--- src/rtl/evq_pkg.sv ---
package evq_pkg;

  // What the head controller does with the head cell in a given cycle.
  typedef enum logic [1:0] {
    ACT_NONE     = 2'd0,  // queue empty
    ACT_DISPATCH = 2'd1,  // target idle: unlink and deliver
    ACT_ROTATE   = 2'd2,  // target busy, other cells waiting: move to tail
    ACT_HOLD     = 2'd3   // target busy, lone cell: leave in place
  } head_act_e;

  localparam int N_LINK_PORTS = 3;

endpackage

--- src/rtl/evq_cell_store.sv ---
module evq_cell_store
  import evq_pkg::*;
#(
  parameter int ADDR_W = 6,
  parameter int WORD_W = 16
) (
  input  logic                                  clk,
  input  logic                                  rst_n,
  input  logic                                  wr_en,
  input  logic [ADDR_W-1:0]                     wr_addr,
  input  logic [WORD_W-1:0]                     wr_sponsor,
  input  logic [ADDR_W-1:0]                     wr_target,
  input  logic [WORD_W-1:0]                     wr_msg,
  input  logic [ADDR_W-1:0]                     wr_next,
  input  logic [N_LINK_PORTS-1:0]               lnk_en,
  input  logic [N_LINK_PORTS-1:0][ADDR_W-1:0]   lnk_addr,
  input  logic [N_LINK_PORTS-1:0][ADDR_W-1:0]   lnk_val,
  input  logic [ADDR_W-1:0]                     rd_addr,
  output logic [WORD_W-1:0]                     rd_sponsor,
  output logic [ADDR_W-1:0]                     rd_target,
  output logic [WORD_W-1:0]                     rd_msg,
  output logic [ADDR_W-1:0]                     rd_next
);

  localparam int DEPTH = 1 << ADDR_W;

  logic [WORD_W-1:0] spon_q [DEPTH];
  logic [ADDR_W-1:0] tgt_q  [DEPTH];
  logic [WORD_W-1:0] msg_q  [DEPTH];
  logic [ADDR_W-1:0] next_q [DEPTH];

  // Link-only writes come after the full cell write; a higher port index wins.
  always_ff @(posedge clk or negedge rst_n) begin
    if (!rst_n) begin
      for (int i = 0; i < DEPTH; i++) begin
        spon_q[i] <= '0;
        tgt_q[i]  <= '0;
        msg_q[i]  <= '0;
        next_q[i] <= '0;
      end
    end else begin
      for (int i = 0; i < DEPTH; i++) begin
        if (wr_en && (wr_addr == ADDR_W'(i))) begin
          spon_q[i] <= wr_sponsor;
          tgt_q[i]  <= wr_target;
          msg_q[i]  <= wr_msg;
          next_q[i] <= wr_next;
        end
        for (int k = 0; k < N_LINK_PORTS; k++) begin
          if (lnk_en[k] && (lnk_addr[k] == ADDR_W'(i))) begin
            next_q[i] <= lnk_val[k];
          end
        end
      end
    end
  end

  assign rd_sponsor = spon_q[rd_addr];
  assign rd_target  = tgt_q[rd_addr];
  assign rd_msg     = msg_q[rd_addr];
  assign rd_next    = next_q[rd_addr];

endmodule

--- src/rtl/evq_busy_table.sv ---
module evq_busy_table #(
  parameter int ADDR_W = 6
) (
  input  logic                  clk,
  input  logic                  rst_n,
  input  logic [ADDR_W-1:0]     chk_actor,
  output logic                  chk_busy,
  input  logic                  set_en,
  input  logic [ADDR_W-1:0]     set_actor,
  input  logic                  rel_en,
  input  logic [ADDR_W-1:0]     rel_actor,
  output logic [(1<<ADDR_W)-1:0] busy_vec
);

  localparam int SLOTS = 1 << ADDR_W;

  logic [SLOTS-1:0] busy_q;

  // A release presented this cycle already counts for the lookup.
  function automatic logic lookup(input logic [SLOTS-1:0] bits,
                                  input logic [ADDR_W-1:0] who,
                                  input logic rel, input logic [ADDR_W-1:0] rel_who);
    return bits[who] && !(rel && (rel_who == who));
  endfunction

  assign chk_busy = lookup(busy_q, chk_actor, rel_en, rel_actor);
  assign busy_vec = busy_q;

  for (genvar s = 0; s < SLOTS; s++) begin : g_slot
    always_ff @(posedge clk or negedge rst_n) begin
      if (!rst_n) begin
        busy_q[s] <= 1'b0;
      end else if (set_en && (set_actor == ADDR_W'(s))) begin
        busy_q[s] <= 1'b1;
      end else if (rel_en && (rel_actor == ADDR_W'(s))) begin
        busy_q[s] <= 1'b0;
      end
    end
  end

endmodule

--- src/rtl/evq_head_ctrl.sv ---
module evq_head_ctrl
  import evq_pkg::*;
#(
  parameter int ADDR_W = 6
) (
  input  logic                                clk,
  input  logic                                rst_n,
  input  logic [ADDR_W-1:0]                   cell_next,
  input  logic                                tgt_busy,
  input  logic                                enq_en,
  input  logic [ADDR_W-1:0]                   enq_first,
  input  logic [ADDR_W-1:0]                   enq_last,
  output logic [ADDR_W-1:0]                   head_q,
  output logic [ADDR_W-1:0]                   tail_q,
  output head_act_e                           act,
  output logic [N_LINK_PORTS-1:0]             lnk_en,
  output logic [N_LINK_PORTS-1:0][ADDR_W-1:0] lnk_addr,
  output logic [N_LINK_PORTS-1:0][ADDR_W-1:0] lnk_val
);

  localparam logic [ADDR_W-1:0] NULL_LINK = '0;

  function automatic head_act_e classify(input logic [ADDR_W-1:0] h,
                                         input logic [ADDR_W-1:0] t,
                                         input logic busy);
    if (h == NULL_LINK) return ACT_NONE;
    if (!busy)          return ACT_DISPATCH;
    if (h == t)         return ACT_HOLD;
    return ACT_ROTATE;
  endfunction

  function automatic logic [ADDR_W-1:0] head_after(input head_act_e a,
                                                   input logic [ADDR_W-1:0] h,
                                                   input logic [ADDR_W-1:0] nxt);
    return (a == ACT_DISPATCH || a == ACT_ROTATE) ? nxt : h;
  endfunction

  function automatic logic [ADDR_W-1:0] tail_after(input head_act_e a,
                                                   input logic [ADDR_W-1:0] h,
                                                   input logic [ADDR_W-1:0] t,
                                                   input logic [ADDR_W-1:0] nxt);
    case (a)
      ACT_DISPATCH: return (nxt == NULL_LINK) ? NULL_LINK : t;
      ACT_ROTATE:   return h;
      default:      return t;
    endcase
  endfunction

  logic [ADDR_W-1:0] head_mid, tail_mid, head_d, tail_d;

  assign act      = classify(head_q, tail_q, tgt_busy);
  assign head_mid = head_after(act, head_q, cell_next);
  assign tail_mid = tail_after(act, head_q, tail_q, cell_next);

  // Splice applies on top of the head step.
  assign head_d = (enq_en && (head_mid == NULL_LINK)) ? enq_first : head_mid;
  assign tail_d = enq_en ? enq_last : tail_mid;

  always_comb begin
    lnk_en   = '0;
    lnk_addr = '0;
    lnk_val  = '0;
    // Port 0: old tail now points at the recycled head.
    lnk_en[0]   = (act == ACT_ROTATE);
    lnk_addr[0] = tail_q;
    lnk_val[0]  = head_q;
    // Port 1: recycled cell becomes the end of the list.
    lnk_en[1]   = (act == ACT_ROTATE);
    lnk_addr[1] = head_q;
    lnk_val[1]  = NULL_LINK;
    // Port 2: splice, overriding port 1 when it lands on the same cell.
    lnk_en[2]   = enq_en && (tail_mid != NULL_LINK);
    lnk_addr[2] = tail_mid;
    lnk_val[2]  = enq_first;
  end

  always_ff @(posedge clk or negedge rst_n) begin
    if (!rst_n) begin
      head_q <= NULL_LINK;
      tail_q <= NULL_LINK;
    end else begin
      head_q <= head_d;
      tail_q <= tail_d;
    end
  end

endmodule

--- src/rtl/evq_dispatch.sv ---
module evq_dispatch
  import evq_pkg::*;
#(
  parameter int ADDR_W = 6,
  parameter int WORD_W = 16
) (
  input  logic              clk,
  input  logic              rst_n,
  input  logic              wr_en,
  input  logic [ADDR_W-1:0] wr_addr,
  input  logic [WORD_W-1:0] wr_sponsor,
  input  logic [ADDR_W-1:0] wr_target,
  input  logic [WORD_W-1:0] wr_msg,
  input  logic [ADDR_W-1:0] wr_next,
  input  logic              enq_valid,
  input  logic [ADDR_W-1:0] enq_first,
  input  logic [ADDR_W-1:0] enq_last,
  input  logic              rel_valid,
  input  logic [ADDR_W-1:0] rel_actor,
  output logic              disp_valid,
  output logic [ADDR_W-1:0] disp_event,
  output logic [WORD_W-1:0] disp_sponsor,
  output logic [ADDR_W-1:0] disp_target,
  output logic [WORD_W-1:0] disp_msg
);

  localparam int SLOTS = 1 << ADDR_W;

  // Named internal events, used by the bound checker.
  logic [ADDR_W-1:0] head_q, tail_q;
  logic [WORD_W-1:0] cell_sponsor, cell_msg;
  logic [ADDR_W-1:0] cell_target, cell_next;
  logic              head_busy;
  head_act_e         act;
  logic              do_dispatch, do_rotate, do_hold;
  logic [SLOTS-1:0]  busy_vec;

  logic [N_LINK_PORTS-1:0]             lnk_en;
  logic [N_LINK_PORTS-1:0][ADDR_W-1:0] lnk_addr;
  logic [N_LINK_PORTS-1:0][ADDR_W-1:0] lnk_val;

  evq_cell_store #(.ADDR_W(ADDR_W), .WORD_W(WORD_W)) u_store (
    .clk        (clk),
    .rst_n      (rst_n),
    .wr_en      (wr_en),
    .wr_addr    (wr_addr),
    .wr_sponsor (wr_sponsor),
    .wr_target  (wr_target),
    .wr_msg     (wr_msg),
    .wr_next    (wr_next),
    .lnk_en     (lnk_en),
    .lnk_addr   (lnk_addr),
    .lnk_val    (lnk_val),
    .rd_addr    (head_q),
    .rd_sponsor (cell_sponsor),
    .rd_target  (cell_target),
    .rd_msg     (cell_msg),
    .rd_next    (cell_next)
  );

  evq_busy_table #(.ADDR_W(ADDR_W)) u_busy (
    .clk       (clk),
    .rst_n     (rst_n),
    .chk_actor (cell_target),
    .chk_busy  (head_busy),
    .set_en    (do_dispatch),
    .set_actor (cell_target),
    .rel_en    (rel_valid),
    .rel_actor (rel_actor),
    .busy_vec  (busy_vec)
  );

  evq_head_ctrl #(.ADDR_W(ADDR_W)) u_head (
    .clk       (clk),
    .rst_n     (rst_n),
    .cell_next (cell_next),
    .tgt_busy  (head_busy),
    .enq_en    (enq_valid),
    .enq_first (enq_first),
    .enq_last  (enq_last),
    .head_q    (head_q),
    .tail_q    (tail_q),
    .act       (act),
    .lnk_en    (lnk_en),
    .lnk_addr  (lnk_addr),
    .lnk_val   (lnk_val)
  );

  assign do_dispatch = (act == ACT_DISPATCH);
  assign do_rotate   = (act == ACT_ROTATE);
  assign do_hold     = (act == ACT_HOLD);

  always_ff @(posedge clk or negedge rst_n) begin
    if (!rst_n) begin
      disp_valid   <= 1'b0;
      disp_event   <= '0;
      disp_sponsor <= '0;
      disp_target  <= '0;
      disp_msg     <= '0;
    end else begin
      disp_valid <= do_dispatch;
      if (do_dispatch) begin
        disp_event   <= head_q;
        disp_sponsor <= cell_sponsor;
        disp_target  <= cell_target;
        disp_msg     <= cell_msg;
      end
    end
  end

endmodule

--- config.mk ---
export PLATFORM = sky130hd
export DESIGN_NAME = evq_dispatch
export DESIGN_NICKNAME = d
export VERILOG_FILES = /design/src/rtl/evq_pkg.sv /design/src/rtl/evq_cell_store.sv /design/src/rtl/evq_busy_table.sv /design/src/rtl/evq_head_ctrl.sv /design/src/rtl/evq_dispatch.sv
export SDC_FILE = /design/constraint.sdc
export NUM_CORES = 2
export LEC_CHECK = 0
export ABC_CLOCK_PERIOD_IN_PS = 8100
export CAP_MARGIN = 25
export CORE_MARGIN = 2
export CORE_UTILIZATION = 53
export CTS_BUF_LIST = sky130_fd_sc_hd__clkbuf_4 sky130_fd_sc_hd__clkbuf_8
export DETAILED_ROUTE_END_ITERATION = 12
export DONT_BUFFER_PORTS = 1
export PLACE_DENSITY = 0.77
export SKIP_CTS_REPAIR_TIMING = 1
export SYNTH_ARGS = -nofsm -noshare
export SYNTH_HDL_FRONTEND = slang
export SYNTH_HIERARCHICAL = 1
export SYNTH_SLANG_ARGS = --single-unit
--- constraint.sdc ---
create_clock -name clk -period 8.1 [get_ports clk]
set_input_delay 1.62 -clock clk [delete_from_list [all_inputs] [get_ports clk]]
set_output_delay 1.62 -clock clk [all_outputs]
set_load 0.1 [all_outputs]
Word level (Yosys, flattened, before mapping)
Index checks and enable logic that the tools add are counted.
{"block": "classes", "addsub": 0, "n_mul": 0, "div_mod_pow": 0, "n_lt_le_gt_ge": 2, "n_eq_ne": 382, "n_shift": 0, "mux": 415, "bitwise": 1, "n_reduce_logical": 527}
{"op": "2-to-1 mux 6 bit", "count": 264}
{"op": "equality test 6 bit (second input constant)", "count": 192}
{"op": "equality test 6 x 5 -> 1 bit (second input constant)", "count": 96}
{"op": "logical AND 1 bit", "count": 388}
{"op": "equality test 6 x 4 -> 1 bit (second input constant)", "count": 48}
{"op": "nonzero test 4 bit", "count": 64}
{"op": "binary-select mux 16 bit (select 6 bit)", "count": 2}
{"op": "equality test 6 x 3 -> 1 bit (second input constant)", "count": 24}
{"op": "2-to-1 mux 1 bit", "count": 135}
{"op": "nonzero test 2 bit", "count": 64}
{"op": "binary-select mux 6 bit (select 6 bit)", "count": 2}
{"op": "equality test 6 x 2 -> 1 bit (second input constant)", "count": 12}
{"op": "2-to-1 mux 16 bit", "count": 4}
{"op": "logical NOT 6 bit", "count": 8}
{"op": "equality test 6 x 1 -> 1 bit (second input constant)", "count": 6}
{"op": "equality test 6 bit", "count": 2}
{"op": "2-to-1 mux 2 bit", "count": 6}
{"op": "case mux 6 bit (2 select lines)", "count": 1}
{"op": ">= comparator 7 bit (second input constant)", "count": 1}
{"op": "less-than comparator 6 x 7 -> 1 bit (second input constant)", "count": 1}
{"op": "inverter 6 -> 7 bit", "count": 1}
{"op": "binary-select mux 1 bit (select 6 bit)", "count": 1}
{"op": "nonzero test 6 bit", "count": 1}
{"op": "equality test 2 x 1 -> 1 bit (second input constant)", "count": 1}
{"op": "3 further kinds", "count": 3}
{"block": "word_totals", "reg_bits": 2937, "latch_bits": 0, "ram_bits": 0, "romBits": 0, "inputBits": 73, "wordCells": 1654, "mem_count": 0}

Logic depth before layout (Yosys ltp)
{"block": "depth", "depth_word": 21, "mapped_depth": 32}

By module
Netlist, hierarchy kept.
{"mod": "evq_cell_store", "instances": 1, "cells_each": 10499, "area_per_inst_um2": 142422.8, "seq_area_each_um2": 70467.6}
{"mod": "evq_busy_table", "instances": 1, "cells_each": 304, "area_per_inst_um2": 3209.3, "seq_area_each_um2": 1601.5}
{"mod": "evq_dispatch", "instances": 1, "cells_each": 96, "area_per_inst_um2": 1876.8, "seq_area_each_um2": 1126.1}
{"mod": "evq_head_ctrl", "instances": 1, "cells_each": 127, "area_per_inst_um2": 1094.8, "seq_area_each_um2": 300.3}

Worst setup path before layout
No wires, ideal clock.
{"block": "synth_path", "kind": "reg2reg", "from": "register u_head.head_q[2]", "to": "register u_store/next_q[66] (netlist name)", "setup_time_ns": 0.125, "t_arrival_ns": 6.801, "path_slack_ns": 1.174, "stages_incl_launch_ff": 28, "n_path_buf": 8, "path_cell_list": "dfrtp_1 > buf_2 > buf_2 > buf_2 > clkbuf_1 > mux4_2 > mux2i_1 > a22oi_1 > nand2_1 > a21oi_1 > buf_6 > buf_12 > mux4_1 > mux4_2 > a22oi_1 > nand2_1 > a21oi_1 > a21oi_1 > ha_1 > or3_1 > buf_1 > o21a_1 > a32o_1 > nand3_1 > clkbuf_1 > nor2_1 > nor3_1 > mux2_2"}
{"block": "synth_between", "elab_chain_cells": 19}
{"element": "from (decl)", "line": "evq_head_ctrl.sv:13", "source": "output logic [ADDR_W-1:0] head_q,"}
{"element": "from (signal assigned)", "line": "evq_head_ctrl.sv:79", "source": "head_q <= NULL_LINK;"}
{"element": "from (signal assigned)", "line": "evq_head_ctrl.sv:82", "source": "head_q <= head_d;"}
{"element": "inverter 6 -> 7 bit (implied by the code) *", "line": "evq_cell_store.sv:59", "source": "assign rd_target = tgt_q[rd_addr];"}
{"element": "binary-select mux 6 bit (select 6 bit) *", "line": "evq_cell_store.sv:59"}
{"element": "2-to-1 mux 6 bit (implied by the code) * (2 in a row)", "line": "evq_cell_store.sv:59"}
{"element": "named net cell_target[0]", "line": "evq_dispatch.sv:32", "source": "logic [ADDR_W-1:0] cell_target, cell_next;"}
{"element": "parallel branches: the longest is 3 deep, another holds binary-select mux 1 bit (select 6 bit)"}
{"element": "logical AND 1 bit *", "line": "evq_busy_table.sv:23", "source": "return bits[who] && !(rel && (rel_who == who));"}
{"element": "named net head_busy", "line": "evq_dispatch.sv:33", "source": "logic head_busy;"}
{"element": "2-to-1 mux 2 bit", "line": "evq_head_ctrl.sv:27", "source": "if (!busy) return ACT_DISPATCH;"}
{"element": "[... 3 more ...]"}
{"element": "2-to-1 mux 2 bit *", "line": "evq_head_ctrl.sv:27"}
{"element": "equality test 2 bit or equality test 2 x 1 -> 1 bit (tied branches)", "line": "evq_head_ctrl.sv:42", "source": "case (a)"}
{"element": "case mux 6 bit (2 select lines) *", "line": "evq_head_ctrl.sv:42"}
{"element": "nonzero test 6 bit *", "line": "evq_head_ctrl.sv:72", "source": "lnk_en[2] = enq_en && (tail_mid != NULL_LINK);"}
{"element": "logical AND 1 bit *", "line": "evq_head_ctrl.sv:72"}
{"element": "named net lnk_en[2]", "line": "evq_dispatch.sv:38", "source": "logic [N_LINK_PORTS-1:0] lnk_en;"}
{"element": "logical AND 1 bit *", "line": "evq_cell_store.sv:50", "source": "if (lnk_en[k] && (lnk_addr[k] == ADDR_W'(i))) begin"}
{"element": "nonzero test 4 bit (no source line) or 2-to-1 mux 6 bit (tied branches)"}
{"element": "to (signal, indexed assignment)", "line": "evq_cell_store.sv:47", "source": "next_q[i] <= wr_next;"}
{"element": "to (signal, indexed assignment)", "line": "evq_cell_store.sv:51", "source": "next_q[i] <= lnk_val[k];"}
{"element": "to (decl)", "line": "evq_cell_store.sv:30", "source": "logic [ADDR_W-1:0] next_q [DEPTH];"}
Mark *: on every way through the listed nets, which the timed path passes. The select of a mux whose other input is x is not followed.
A chain may end at the register's enable or synchronous reset.

==> summary.md <==
| Metric | Value |
|---|---|
| Outcome | finished clean |
| Cells after Synth | 11000 |
| Tmin final | 7.90 ns |
| Layout cells sized above 1 | 45.3% |
| Mapped Area | 0.149 mm^2 |
| Wire per inst | 31.8 um |
| Critical path's slowest cell | dfrtp_4 |
| Largest net degree at the start of global routing | 274 |
| PortBufs | 0 |
| Row count | 194 |
| FMAX | 127 MHz |
| Pleak | 73.8 nW |
| Delay-heaviest family, CP | simple AND/OR/NAND/NOR gates |
| Worst Setup End Kind | register |
| Placed cell count | 13900 |
| GRT Overall Usage | 32.4% |
| Pin slew with the least headroom to its limit | 1.20 ns |
| Non-Filler Instances | 14700 |
| Critical path class | reg -> reg |
| Placer Congestion | 0.952 |
| Area Growth Syn to Fin | 9.27% |
| Worst Path Required | 9.08 ns |
| Clock latency on the worst-skew pair | 1.17 ns |
| Total Wirelength | 468 mm |
| Startpoint type of the worst setup path | register |
| WP data arrival | 8.89 ns |
| Worst R2R End | u_store/next_q[269]$_DFFE_PN0P_ |
| Final Max Slew Viols | 0 |
| Layout Nets | 10700 |
| Clock Sinks | 2937 |
| DRT iter0 DRCs | 12800 |
| Worst VDD drop | 579 uV |
| Worst R2R Path Depth | 20 |
| Reg2Reg Launch Point | u_head/head_q[2]$_DFF_PN0_ |
| Chip Width | 533 um |
| Hold Path Class | in -> async |
| Number of global-route vias before repair | 103000 |
| Critical path cell sequence | buf_4 > mux4_2 > o21ai_0 > a21oi_2 > buf_4 > mux4_1 > mux4_1 > a22oi_1 > nand2_1 > a21oi_1 > a21oi_1 > ha_1 > or3_1 > o211ai_1 > nand2_2 > nand4bb_1 > nor2_1 > buf_4 > nor3_2 > mux2_1 |
| CTS tree | yes |
| Pre-Repair DR Iteration Count | 11 |
| Die area | 0.285 mm^2 |
| Avg Synthesized Cell Area | 13.5 um^2 |
| Hold Slack | 0.168 ns |
| Routed via count | 101000 |
| Num ports | 118 |
| Residual DRC count | 0 |
| Warnings from Yosys | 6 |
| CTS buffer count | 464 |
| Crit-path most repeated cell | buf_4 |
| Max Root-Sink Buffers | 4 |
| Setup-failing EPs final | 0 |
| Part of the cycle the worst path needs | 97.6% |
| Antenna violations before repair | 28 |
| Initial Util | 53.2% |
| Worst path max stage delay | 0.94 ns |
| Worst-path maximum fanout | 29 |
| DRT antenna net count | 0 |
| Congestion Overflow GR | 0 |
| Reg-to-reg slack, setup | 0.20 ns |
| Layout Skew | 0.151 ns |
| Detailed placer's ending HPWL | 269 mm |
| Die Ht | 533 um |
| Critical path buffers and inverters | 3 |
| Placeable Area | 0.279 mm^2 |
| TNS Setup | 0 ns |
| H-Tree Depth | 5 |
| Util after Layout | 58.2% |
| Final Hold Fails | 0 |
| Root Buffer | clkbuf_8 |
| Power Density | 341 mW/mm^2 |
| Max-cap violations | 0 |
| Max-slew headroom | 19.7% |
| Vias per cell | 6.86 |
| First-pass GRT wire length | 690 mm |
| Clock slew at reported path FFs | 0.07 ns |
power breakdown:
group / internal (mW) / leakage (nW) / switching, mW / total (mW)
Combinational: 9.19 / 29.6 / 12.1 / 21.3
Sequential: 17.5 / 38.7 / 2.54 / 20.0
Clock: 7.78 / 5.57 / 6.20 / 14.0
Total: 34.4 / 73.8 / 20.9 / 55.3
metal layers:
metal  vias up  global-route usage [%]  wire [um]
li1      40200                       -          -
met1     53000                    42.3     173000
met5         -                       0        121
met2      6119                    49.7     213000
met4        20                    17.4      28100
met3      1672                    8.72      53400
placed cells by master, fill, tap and decap left out, types with 39 or more instances in the layout:
cell type / instances
a211oi_1: 397
a22oi_1: 79
and3_1: 386
buf_4: 266
clkbuf_4: 142
clkbuf_8: 603
clkinv_2: 57
dfrtp_1: 2931
mux2_1: 51
mux2_2: 2791
mux2_4: 39
mux2i_1: 87
mux4_2: 798
nand2_1: 703
nand3_1: 52
nor2_1: 515
o21ai_0: 151
o31ai_1: 386
final cells by class:
class	count	area, um^2
flip-flops and latches	2937	73500
clock inverters	101	1110
inverters	4	17.5
fillers	21000	117000
clock buffers	745	9370
diodes	13	32.5
well taps	3724	4660
repair buffers	308	2960
multi-input cells	6897	70700
state kept, by name (all words and copies together) (netlist names), 16 cells and up:
name	count
u_store/spon_q	1024
u_busy/busy_vec	64
u_store/msg_q	1024
u_store/next_q	384
disp_sponsor	16
disp_msg	16
u_store/tgt_q	384
stage by stage:
step | worst slack (ns) | cell area, um^2 | total power [mW]
after floorplan | 1.17 | 149000 | 34.1
after global placement | 0.103 | 151000 | 39.9
after detailed placement | 0.0875 | 151000 | 40.7
after CTS | 0.108 | 162000 | 54.6
after global routing | -0.00159 | 162000 | 57.1
final | 0.197 | 162000 | 55.3
how the worst max path moves through the flow:
stage,from,to,cells after the start
3_5_place_dp,u_head/head_q[0]$_DFF_PN0_,u_store/next_q[199]$_DFFE_PN0P_,22
2_1_floorplan,u_head/head_q[2]$_DFF_PN0_,u_store/next_q[66]$_DFFE_PN0P_,27
3_3_place_gp,u_head/head_q[0]$_DFF_PN0_,u_store/next_q[281]$_DFFE_PN0P_,21
4_1_cts,u_head/head_q[0]$_DFF_PN0_,u_store/next_q[199]$_DFFE_PN0P_,21
5_1_grt,u_head/head_q[0]$_DFF_PN0_,u_store/next_q[265]$_DFFE_PN0P_,26
6_report,u_head/head_q[2]$_DFF_PN0_,u_store/next_q[269]$_DFFE_PN0P_,20
No activity file was read; power rests on OpenSTA's default activity.
